$ cat src/rtl/sprt_pkg.sv
package sprt_pkg;
  localparam int ADDR_W = 5;
  localparam int BYTE_W = 8;

  // word slot index = byte address / 4
  localparam logic [2:0] SLOT_ID0   = 3'd0;
  localparam logic [2:0] SLOT_ID1   = 3'd1;
  localparam logic [2:0] SLOT_ID2   = 3'd2;
  localparam logic [2:0] SLOT_ID3   = 3'd3;
  localparam logic [2:0] SLOT_DATA  = 3'd4;
  localparam logic [2:0] SLOT_STAT  = 3'd5;
  localparam logic [2:0] SLOT_DIVLO = 3'd6;
  localparam logic [2:0] SLOT_DIVHI = 3'd7;

  // status bit positions
  localparam int ST_FERR  = 0;
  localparam int ST_OERR  = 1;
  localparam int ST_RXIE  = 2;
  localparam int ST_FULL  = 3;
  localparam int ST_ONE   = 4;
  localparam int ST_EMPTY = 5;
  localparam int ST_TXIE  = 6;
  localparam int ST_THRE  = 7;
endpackage

$ cat src/rtl/sprt_rx_fifo.sv
module sprt_rx_fifo #(
  parameter int DEPTH = 4,
  parameter int W     = 8,
  localparam int PW   = (DEPTH > 1) ? $clog2(DEPTH) : 1,
  localparam int CW   = $clog2(DEPTH + 1)
) (
  input  logic          clk,
  input  logic          rst_n,
  input  logic          push,
  input  logic [W-1:0]  din,
  input  logic          pop,
  output logic [W-1:0]  head,
  output logic [CW-1:0] count
);
  logic [W-1:0]  mem [DEPTH];
  logic [PW-1:0] wp_q, rp_q;
  logic [CW-1:0] cnt_q;

  function automatic logic [PW-1:0] bump(input logic [PW-1:0] p);
    return (p == PW'(DEPTH - 1)) ? '0 : p + 1'b1;
  endfunction

  always_ff @(posedge clk) begin
    if (push) mem[wp_q] <= din;
  end

  always_ff @(posedge clk) begin
    if (!rst_n) begin
      wp_q  <= '0;
      rp_q  <= '0;
      cnt_q <= '0;
    end else begin
      if (push) wp_q <= bump(wp_q);
      if (pop)  rp_q <= bump(rp_q);
      if (push && !pop)      cnt_q <= cnt_q + 1'b1;
      else if (pop && !push) cnt_q <= cnt_q - 1'b1;
    end
  end

  assign head  = mem[rp_q];
  assign count = cnt_q;
endmodule

$ cat src/rtl/sprt_tx_serial.sv
module sprt_tx_serial #(
  parameter int DIV_W = 16,
  parameter int OVS   = 4,
  parameter int W     = 8,
  localparam int FRAME = W + 2,
  localparam int SW    = $clog2(OVS),
  localparam int BW    = $clog2(FRAME)
) (
  input  logic             clk,
  input  logic             rst_n,
  input  logic [DIV_W-1:0] div,
  input  logic             in_valid,
  output logic             in_ready,
  input  logic [W-1:0]     in_byte,
  output logic             txd,
  output logic             busy
);
  logic [DIV_W-1:0] pre_q;
  logic [SW-1:0]    sub_q;
  logic [BW-1:0]    bit_q;
  logic [FRAME-1:0] sh_q;
  logic             busy_q;
  logic             tick;

  assign in_ready = !busy_q;
  assign tick     = (pre_q >= div);

  always_ff @(posedge clk) begin
    if (!rst_n) begin
      pre_q  <= '0;
      sub_q  <= '0;
      bit_q  <= '0;
      sh_q   <= '1;
      busy_q <= 1'b0;
    end else if (in_valid && !busy_q) begin
      sh_q   <= {1'b1, in_byte, 1'b0};
      busy_q <= 1'b1;
      pre_q  <= '0;
      sub_q  <= '0;
      bit_q  <= '0;
    end else if (busy_q) begin
      if (tick) begin
        pre_q <= '0;
        if (sub_q == SW'(OVS - 1)) begin
          sub_q <= '0;
          sh_q  <= {1'b1, sh_q[FRAME-1:1]};
          if (bit_q == BW'(FRAME - 1)) busy_q <= 1'b0;
          else                         bit_q  <= bit_q + 1'b1;
        end else begin
          sub_q <= sub_q + 1'b1;
        end
      end else begin
        pre_q <= pre_q + 1'b1;
      end
    end
  end

  assign txd  = busy_q ? sh_q[0] : 1'b1;
  assign busy = busy_q;
endmodule

$ cat src/rtl/serial_port_regs.sv
module serial_port_regs
  import sprt_pkg::*;
#(
  parameter int          RX_DEPTH = 4,
  parameter logic [31:0] ID_WORD  = 32'h07C0_315A,
  localparam int CW = $clog2(RX_DEPTH + 1)
) (
  input  logic              clk,
  input  logic              rst_n,
  input  logic [ADDR_W-1:0] bus_addr,
  input  logic              bus_wr,
  input  logic              bus_rd,
  input  logic [BYTE_W-1:0] bus_wdata,
  output logic [BYTE_W-1:0] bus_rdata,
  input  logic              rx_valid,
  output logic              rx_ready,
  input  logic [BYTE_W-1:0] rx_byte,
  input  logic              rx_frame_bad,
  output logic              irq,
  output logic              txd
);
  logic [2:0]        slot;
  logic              aligned;
  logic [CW-1:0]     rx_cnt;
  logic [BYTE_W-1:0] rx_head;
  logic              rx_empty, rx_full, rx_push, rx_pop;
  logic              rxie_q, txie_q, ferr_q, oerr_q;
  logic [15:0]       div_q;
  logic              hold_full_q, hold_take, data_wr, hold_load;
  logic [BYTE_W-1:0] hold_byte_q, last_q, rd_data_q, rd_mux, stat;
  logic              tx_ready, tx_busy, stat_wr;

  assign slot    = bus_addr[ADDR_W-1:2];
  assign aligned = (bus_addr[1:0] == 2'b00);

  assign rx_empty = (rx_cnt == '0);
  assign rx_full  = (rx_cnt == CW'(RX_DEPTH));
  assign rx_ready = !rx_full;
  assign rx_push  = rx_valid && !rx_full;
  assign rx_pop   = bus_rd && aligned && slot == SLOT_DATA && !rx_empty;

  sprt_rx_fifo #(.DEPTH(RX_DEPTH), .W(BYTE_W)) u_rxq (
    .clk(clk), .rst_n(rst_n), .push(rx_push), .din(rx_byte),
    .pop(rx_pop), .head(rx_head), .count(rx_cnt)
  );

  assign data_wr   = bus_wr && aligned && slot == SLOT_DATA;
  assign hold_load = data_wr && !hold_full_q;
  assign hold_take = hold_full_q && tx_ready;
  assign stat_wr   = bus_wr && aligned && slot == SLOT_STAT;

  sprt_tx_serial #(.DIV_W(16), .OVS(4), .W(BYTE_W)) u_tx (
    .clk(clk), .rst_n(rst_n), .div(div_q), .in_valid(hold_full_q),
    .in_ready(tx_ready), .in_byte(hold_byte_q), .txd(txd), .busy(tx_busy)
  );

  always_comb begin
    stat           = '0;
    stat[ST_FERR]  = ferr_q;
    stat[ST_OERR]  = oerr_q;
    stat[ST_RXIE]  = rxie_q;
    stat[ST_FULL]  = rx_full;
    stat[ST_ONE]   = (rx_cnt == CW'(RX_DEPTH - 1));
    stat[ST_EMPTY] = rx_empty;
    stat[ST_TXIE]  = txie_q;
    stat[ST_THRE]  = !hold_full_q;
  end

  always_comb begin
    rd_mux = '0;
    if (aligned) begin
      case (slot)
        SLOT_ID0:   rd_mux = ID_WORD[7:0];
        SLOT_ID1:   rd_mux = ID_WORD[15:8];
        SLOT_ID2:   rd_mux = ID_WORD[23:16];
        SLOT_ID3:   rd_mux = ID_WORD[31:24];
        SLOT_DATA:  rd_mux = rx_empty ? last_q : rx_head;
        SLOT_STAT:  rd_mux = stat;
        SLOT_DIVLO: rd_mux = div_q[7:0];
        default:    rd_mux = div_q[15:8];
      endcase
    end
  end

  always_ff @(posedge clk) begin
    if (!rst_n) begin
      rxie_q      <= 1'b0;
      txie_q      <= 1'b0;
      ferr_q      <= 1'b0;
      oerr_q      <= 1'b0;
      div_q       <= '0;
      hold_full_q <= 1'b0;
      hold_byte_q <= '0;
      last_q      <= '0;
      rd_data_q   <= '0;
    end else begin
      if (bus_rd) rd_data_q <= rd_mux;
      if (rx_pop) last_q <= rx_head;
      if (hold_load) begin
        hold_full_q <= 1'b1;
        hold_byte_q <= bus_wdata;
      end else if (hold_take) begin
        hold_full_q <= 1'b0;
      end
      if (stat_wr) begin
        rxie_q <= bus_wdata[ST_RXIE];
        txie_q <= bus_wdata[ST_TXIE];
      end
      ferr_q <= (ferr_q && !(stat_wr && !bus_wdata[ST_FERR])) ||
                (rx_push && rx_frame_bad);
      oerr_q <= (oerr_q && !(stat_wr && !bus_wdata[ST_OERR])) ||
                (rx_valid && rx_full);
      if (bus_wr && aligned && slot == SLOT_DIVLO) div_q[7:0]  <= bus_wdata;
      if (bus_wr && aligned && slot == SLOT_DIVHI) div_q[15:8] <= bus_wdata;
    end
  end

  assign bus_rdata = rd_data_q;
  assign irq = (rxie_q && (!rx_empty || ferr_q || oerr_q)) ||
               (txie_q && !hold_full_q);
endmodule

$ cat config.mk
export PLATFORM = sky130hd
export DESIGN_NAME = serial_port_regs
export DESIGN_NICKNAME = d
export VERILOG_FILES = /design/src/rtl/sprt_pkg.sv /design/src/rtl/sprt_rx_fifo.sv /design/src/rtl/sprt_tx_serial.sv /design/src/rtl/serial_port_regs.sv
export SDC_FILE = /design/constraint.sdc
export NUM_CORES = 1
export LEC_CHECK = 0
export BUFFER_PORTS_ARGS = -buffer_cell sky130_fd_sc_hd__buf_4
export CORE_ASPECT_RATIO = 0.5
export CORE_MARGIN = 2
export CORE_UTILIZATION = 38
export CTS_BUF_LIST = sky130_fd_sc_hd__clkbuf_2 sky130_fd_sc_hd__clkbuf_4 sky130_fd_sc_hd__clkbuf_8
export DETAILED_ROUTE_END_ITERATION = 7
export GPL_TIMING_DRIVEN = 0
export PLACE_DENSITY = 0.52
export SLEW_MARGIN = 5
export SYNTH_ARGS = -nofsm -noshare
export SYNTH_HDL_FRONTEND = slang
export SYNTH_SLANG_ARGS = --single-unit
$ cat constraint.sdc
create_clock -name clk -period 2.9 [get_ports clk]
set_clock_uncertainty 0.15 [all_clocks]
set_input_delay 0.435 -clock clk [delete_from_list [all_inputs] [get_ports clk]]
set_output_delay 0.435 -clock clk [all_outputs]
set_load 0.02 [all_outputs]
# Yosys cells after proc, flatten, opt, wreduce, memory -nomap -nowiden

Memories as Yosys holds them, arrays and structs flattened. A register that Yosys moved wholly into a read port is not among the register bits.
Cells that the tools add are included.

Bits in registers: 84
Latch bits: 0
RAM bits: 32
Memory bits (read-only): 0
Bits of input ports: 27
Output and inout port bits: 11
Memories: 1

Add/subtract/negate cells: 7
Multiply operators: 0
Div/mod/pow operators: 0
Order comparisons: 1
Equality and inequality tests: 13
Shifts and indexed selects: 0
Multiplexer cells: 25
Bitwise gates (word level): 2
Reduce and logical (&&, ||, !) cells: 48

Memories:

| memory    | depth | bits a word | read ports | clocked after Yosys merged registers in | wr ports | line               | source |
|---|---|---|---|---|---|---|---|
| u_rxq.mem | 4     | 8           | 1          | 1                                       | 1        | sprt_rx_fifo.sv:15 | `logic [W-1:0] mem [DEPTH];` |

Operators by type and width:

| cell                                                 | count |
|---|---|
| one-hot mux 8 bit (7 select lines)                   | 1 |
| two-way mux 9 bit                                    | 4 |
| logical AND 1 bit                                    | 21 |
| adder 16 x 1 -> 16 bit (second input constant)       | 1 |
| >= comparator 16 bit                                 | 1 |
| two-way mux 16 bit                                   | 1 |
| two-way mux 8 bit                                    | 2 |
| equality test 3 bit (second input constant)          | 5 |
| zero test 1 bit                                      | 10 |
| two-way mux 1 bit                                    | 10 |
| two-way mux 2 bit                                    | 5 |
| nonzero test 2 bit                                   | 5 |
| equality test 3 x 2 -> 1 bit (second input constant) | 3 |
| adder 2 x 1 -> 2 bit (second input constant)         | 3 |
| equality test 2 bit (second input constant)          | 3 |
| zero test 3 bit                                      | 2 |
| two-way mux 3 bit                                    | 2 |
| logical OR 1 bit                                     | 5 |
| adder 4 x 1 -> 4 bit (second input constant)         | 1 |
| equality test 4 bit (second input constant)          | 1 |
| AND reduction 4 bit                                  | 1 |
| adder 3 x 1 -> 3 bit (second input constant)         | 1 |
| equality test 3 x 1 -> 1 bit (second input constant) | 1 |
| AND reduction 3 bit                                  | 1 |
| 5 further kinds                                      | 6 |

# Longest topological paths before layout

Word-level depth: 7
Depth in mapped cells: 10
Gate-level depth less buffers: 9

# Cells and area by module

Synthesis repeated with hierarchy kept, for this count alone.

Cell total of the unflattened synthesis: 540
Area total of the unflattened synthesis: 5556.6 µm²

Modules (own cells, without submodules):

| module           | times used | cells each | area an instance (µm²) | seq. area each (µm²) |
|---|---|---|---|---|
| serial_port_regs | 1          | 232        | 2099.5                 | 900.9 |
| sprt_tx_serial   | 1          | 224        | 1854.3                 | 640.6 |
| sprt_rx_fifo     | 1          | 84         | 1602.8                 | 1141.1 |

# Worst setup path after synthesis

Ideal clock, no wire load.

Kind: input port to flip-flop
Start: input port bus_addr[3]
End: register u_rxq.cnt_q[2] (netlist: u_rxq.count[2])
Library setup time: 70 ps
Arrival time: 2497 ps
Required time: 2680 ps
Path slack: 183 ps
Stages: 10
Cells stage by stage: clkbuf_1 nor2_1 nand3_1 buf_2 ha_1 inv_1 fa_1 xor2_1 or3_1 a21oi_1

Longest elaborated chain between the ends: 6

RTL lines:

| what                                                    | line                   | source |
|---|---|---|
| from (decl)                                             | serial_port_regs.sv:10 | `input logic [ADDR_W-1:0] bus_addr,` |
| equality test 3 bit *                                   | serial_port_regs.sv:40 | `assign rx_pop = bus_rd && aligned && slot == SLOT_DATA && !rx_empty;` |
| logical AND 1 bit * (2 in a row)                        | serial_port_regs.sv:40 |  |
| zero test 1 bit                                         | sprt_rx_fifo.sv:35     | `if (push && !pop) cnt_q <= cnt_q + 1'b1;` |
| logical AND 1 bit                                       | sprt_rx_fifo.sv:35     |  |
| two-way mux 3 bit or nonzero test 2 bit (tied branches) | --                     |  |
| to (signal assigned)                                    | sprt_rx_fifo.sv:35     |  |
| to (signal assigned)                                    | sprt_rx_fifo.sv:36     | `else if (pop && !push) cnt_q <= cnt_q - 1'b1;` |
| to (decl)                                               | sprt_rx_fifo.sv:17     | `logic [CW-1:0] cnt_q;` |

Every way passes the cells marked *; elsewhere a longest branch is shown, timed or not.
A chain may end at the register's enable or synchronous reset.

# Worst setup path after layout

Start: register u_rxq.cnt_q[1] (netlist: u_rxq.count[1])
End: output port irq

Longest elaborated chain between the ends: 6

RTL lines:

| what                          | line                    | source |
|---|---|---|
| zero test 3 bit               | serial_port_regs.sv:36  | `assign rx_empty = (rx_cnt == '0);` |
| zero test 1 bit               | serial_port_regs.sv:119 | `assign irq = (rxie_q && (!rx_empty \|\| ferr_q \|\| oerr_q)) \|\|` |
| logical OR 1 bit (2 in a row) | serial_port_regs.sv:119 |  |
| logical AND 1 bit             | serial_port_regs.sv:119 |  |
| logical OR 1 bit              | serial_port_regs.sv:119 |  |
| to (decl)                     | serial_port_regs.sv:19  | `output logic irq,` |

Every way passes these cells.

==> reports/metrics.yaml <==
cts:
  cts_max_level: 4
  cts_tree: "built"
  cts_max_path_buffers: 2
  holdBufCountCts: 0
  clock-sinks: 118
  cts_made_buffers: 17
  cts-root-buf: "clkbuf_8"
  cts.clk_slew.worst_paths_ns: 0.08
  worstSkewPairLatency_ns: 0.42
die:
  die_w_um: 176.5
  core_um2: 14510
  rows: 31
  io_pins: 38
  die_y_um: 90.23
  start_util: 0.3895
  die-area_um2: 15920
placement:
  place_congestion: 0.8333
  dp_slack_ns: -0.2699
  io_buffers: 37
  dp_hpwl_um: 9449
  dpl_cell_area_um2: 6176
  dp.cells: 789
grt:
  grtUsageTotal: 0.1710
  antenna_found_initial: 0
  grt_pass1_vias: 3958
  grt_first_pass_wirelength_um: 21000
  grt_start_max_net_pins: 17
  overflow: 0
routing:
  dr.pass1.iters: 4
  num_vias: 4072
  viasPerCell: 4.948
  dr.first_iter.drc_count: 238
  wirelength_um: 12880
  drc: 0
  ant_nets: 0
  avgRoutedWirePerCell_um: 15.65
sta:
  final.period_utilization: 0.9216
  relSlewSlack: 0.4968
  period_minus_slack_ns: 2.673
  setup_ws_ns: 0.2274
  drv_slew: 0
  rsz0062_at_grt: "false"
  worst-slew-pin-transition_ns: 0.7492
  fmaxAchievable_ghz: 0.3742
  finalSetupTns_ns: 0
  setup_viol: 0
  hold_viol_final: 0
yosys:
  synthMostInstantiatedCell: "dfxtp_1"
  synthMuxAreaShare: 0.1067
  synth_edf_count: 32
  synth_xor_area_frac: 0.02480
  syn-num-nets: 608
  syn_area_per_cell_um2: 10.20
  synthFlopType: "dfxtp_1"
  synth-seq-cells: 118
  synth_adder_area_share: 0.06112
  synthSimpleGateAreaFrac: 0.1763
  synth.distinct_cells: 62
  synth_area_leaders: "dfxtp_1 (30%), edfxtp_1 (17%), mux2i_1 (7.1%)"
  synth_common_cells: "dfxtp_1 (86), nor2_1 (76), mux2i_1 (40)"
  async_flop_share: 0
  synth-compound-area-share: 0.1125
  synthCells: 554
  yosys_warnings: 0
  ys_seq_area_frac: 0.4748
  synth_top_area_cell: "dfxtp_1"
  synthesis.area_um2: 5650
  synth_top_area_share: 0.3047
  synth_top_family_by_area: "simple AND/OR/NAND/NOR gates"
finish:
  regArea_um2: 2684
  final_nets: 666
  multi_input_area_um2: 2731
  antenna_cells: 0
  drive_gt1_frac: 0.1776
  fin_util: 0.4537
  fill_cells: 1426
  area_growth_pct: 16.47
  design_area_um2: 6581
  final_cells: 823
setup_path:
  worst-endpoint-required_ns: 2.32
  worst-path-max-fanout: 9
  arrival_ns: 2.09
  regToRegSetupSlack_ns: 0.25
  crit_type: "flop to output pin"
  cp-end-kind: "output pin"
  worstSetupStartpointType: "flop"
min_path:
  hold_class: "primary input to flop"
power:
  irDropWorstVdd_mv: 0.2667
  p_leak_uw: 0.002594
  p_per_area_nw_per_um2: 557.9
run_status:
  status: "completed"
job:
  drv_cap: 0
==> registers in the layout (all words and copies together), names as in the netlist, named ones only <==
register,cells
bus_rdata,8
div_q,16
ferr_q,1
hold_byte_q,8
hold_full_q,1
last_q,8
oerr_q,1
rxie_q,1
txie_q,1
u_rxq.count,3
u_rxq.mem,32
u_rxq.rp_q,2
u_rxq.wp_q,2
u_tx.bit_q,4
u_tx.busy,1
u_tx.pre_q,16
u_tx.sh_q,9
u_tx.sub_q,2
==> timing repair <==
action,in CTS,in global routing
resized for setup,1,4
endpoints found under the setup margin,1,1
pin swaps,0,1
cloned,0,0
setup buffers,0,2
==> worst paths after layout <==
| check | startpoint | endpoint | depth (start not counted) |
|---|---|---|---|
| worst max-delay path | u_rxq.count[1] | irq | 5 |
| worst min-delay path | rx_byte[0] | u_rxq.mem[2][0] | 1 |
| worst max register to register | u_rxq.count[1] | u_rxq.count[2] | 10 |
| worst min register to register | u_tx.sh_q[1] | u_tx.sh_q[0] | 2 |
==> critical path, stage by stage, from the launching register on <==
cell,delay (ns)
dfxtp_1,0.39
or3_1,0.38
clkbuf_1,0.24
o31ai_1,0.31
o21ai_0,0.16
buf_4,0.18
==> per-layer routing <==
layer  GRT usage  routed length, um  vias up
met4     0.04752                 53        0
met5           0                  0        -
met2      0.2657               5846       42
met1      0.2426               6667     1937
met3     0.03299                312        4
li1            -                  -     2089
==> cells by family (layout without fill, tap and decap cells) <==
logic type                 count (synthesis)  count (layout)
AOI/OAI and AO/OA                         92              92
xor gates and xnor gates                  16              16
buffers and inverters                     58             129
DFF                                      118             118
and+or+nand+nor                          193             193
adders and majority gates                 27              27
muxes                                     50              50
==> where the power goes <==
| group | leakage [uW] | switching (uW) | internal, uW |
|---|---|---|---|
| combinational | 0.00141 | 244 | 181 |
| sequential | 0.000988 | 40.5 | 1750 |
| clock | 0.000190 | 666 | 790 |
| total | 0.00259 | 950 | 2720 |
==> per-stage QoR <==
stage               total power (uW)  hold slack, ns
detailed placement              2228          0.3118
CTS                             3684         0.03177
global placement                2224          0.2953
global route                    3832         0.04589
finish                          3672         0.05767
floorplan                       2082          0.2905
==> cell type report <==
class	count	share of cell area
multi-input cells	378	0.4150
clock buffers	21	0.04011
plain buffers	27	0.02034
clock inverters	11	0.01692
repair buffers	39	0.04449
well taps	198	0.03764
flip-flops and latches	118	0.4078
inverters	31	0.01768
==> placed cells by master, fill, tap and decap left out, drive strengths merged, types with 18 or more instances in the layout <==
cell,n
edfxtp,32
ha,26
clkbuf,42
a21oi,21
nand2,37
inv,31
nor2,87
mux2i,40
o21ai,30
nand3,18
buf,45
dfxtp,86
No activity file was read; power rests on OpenSTA's default activity.
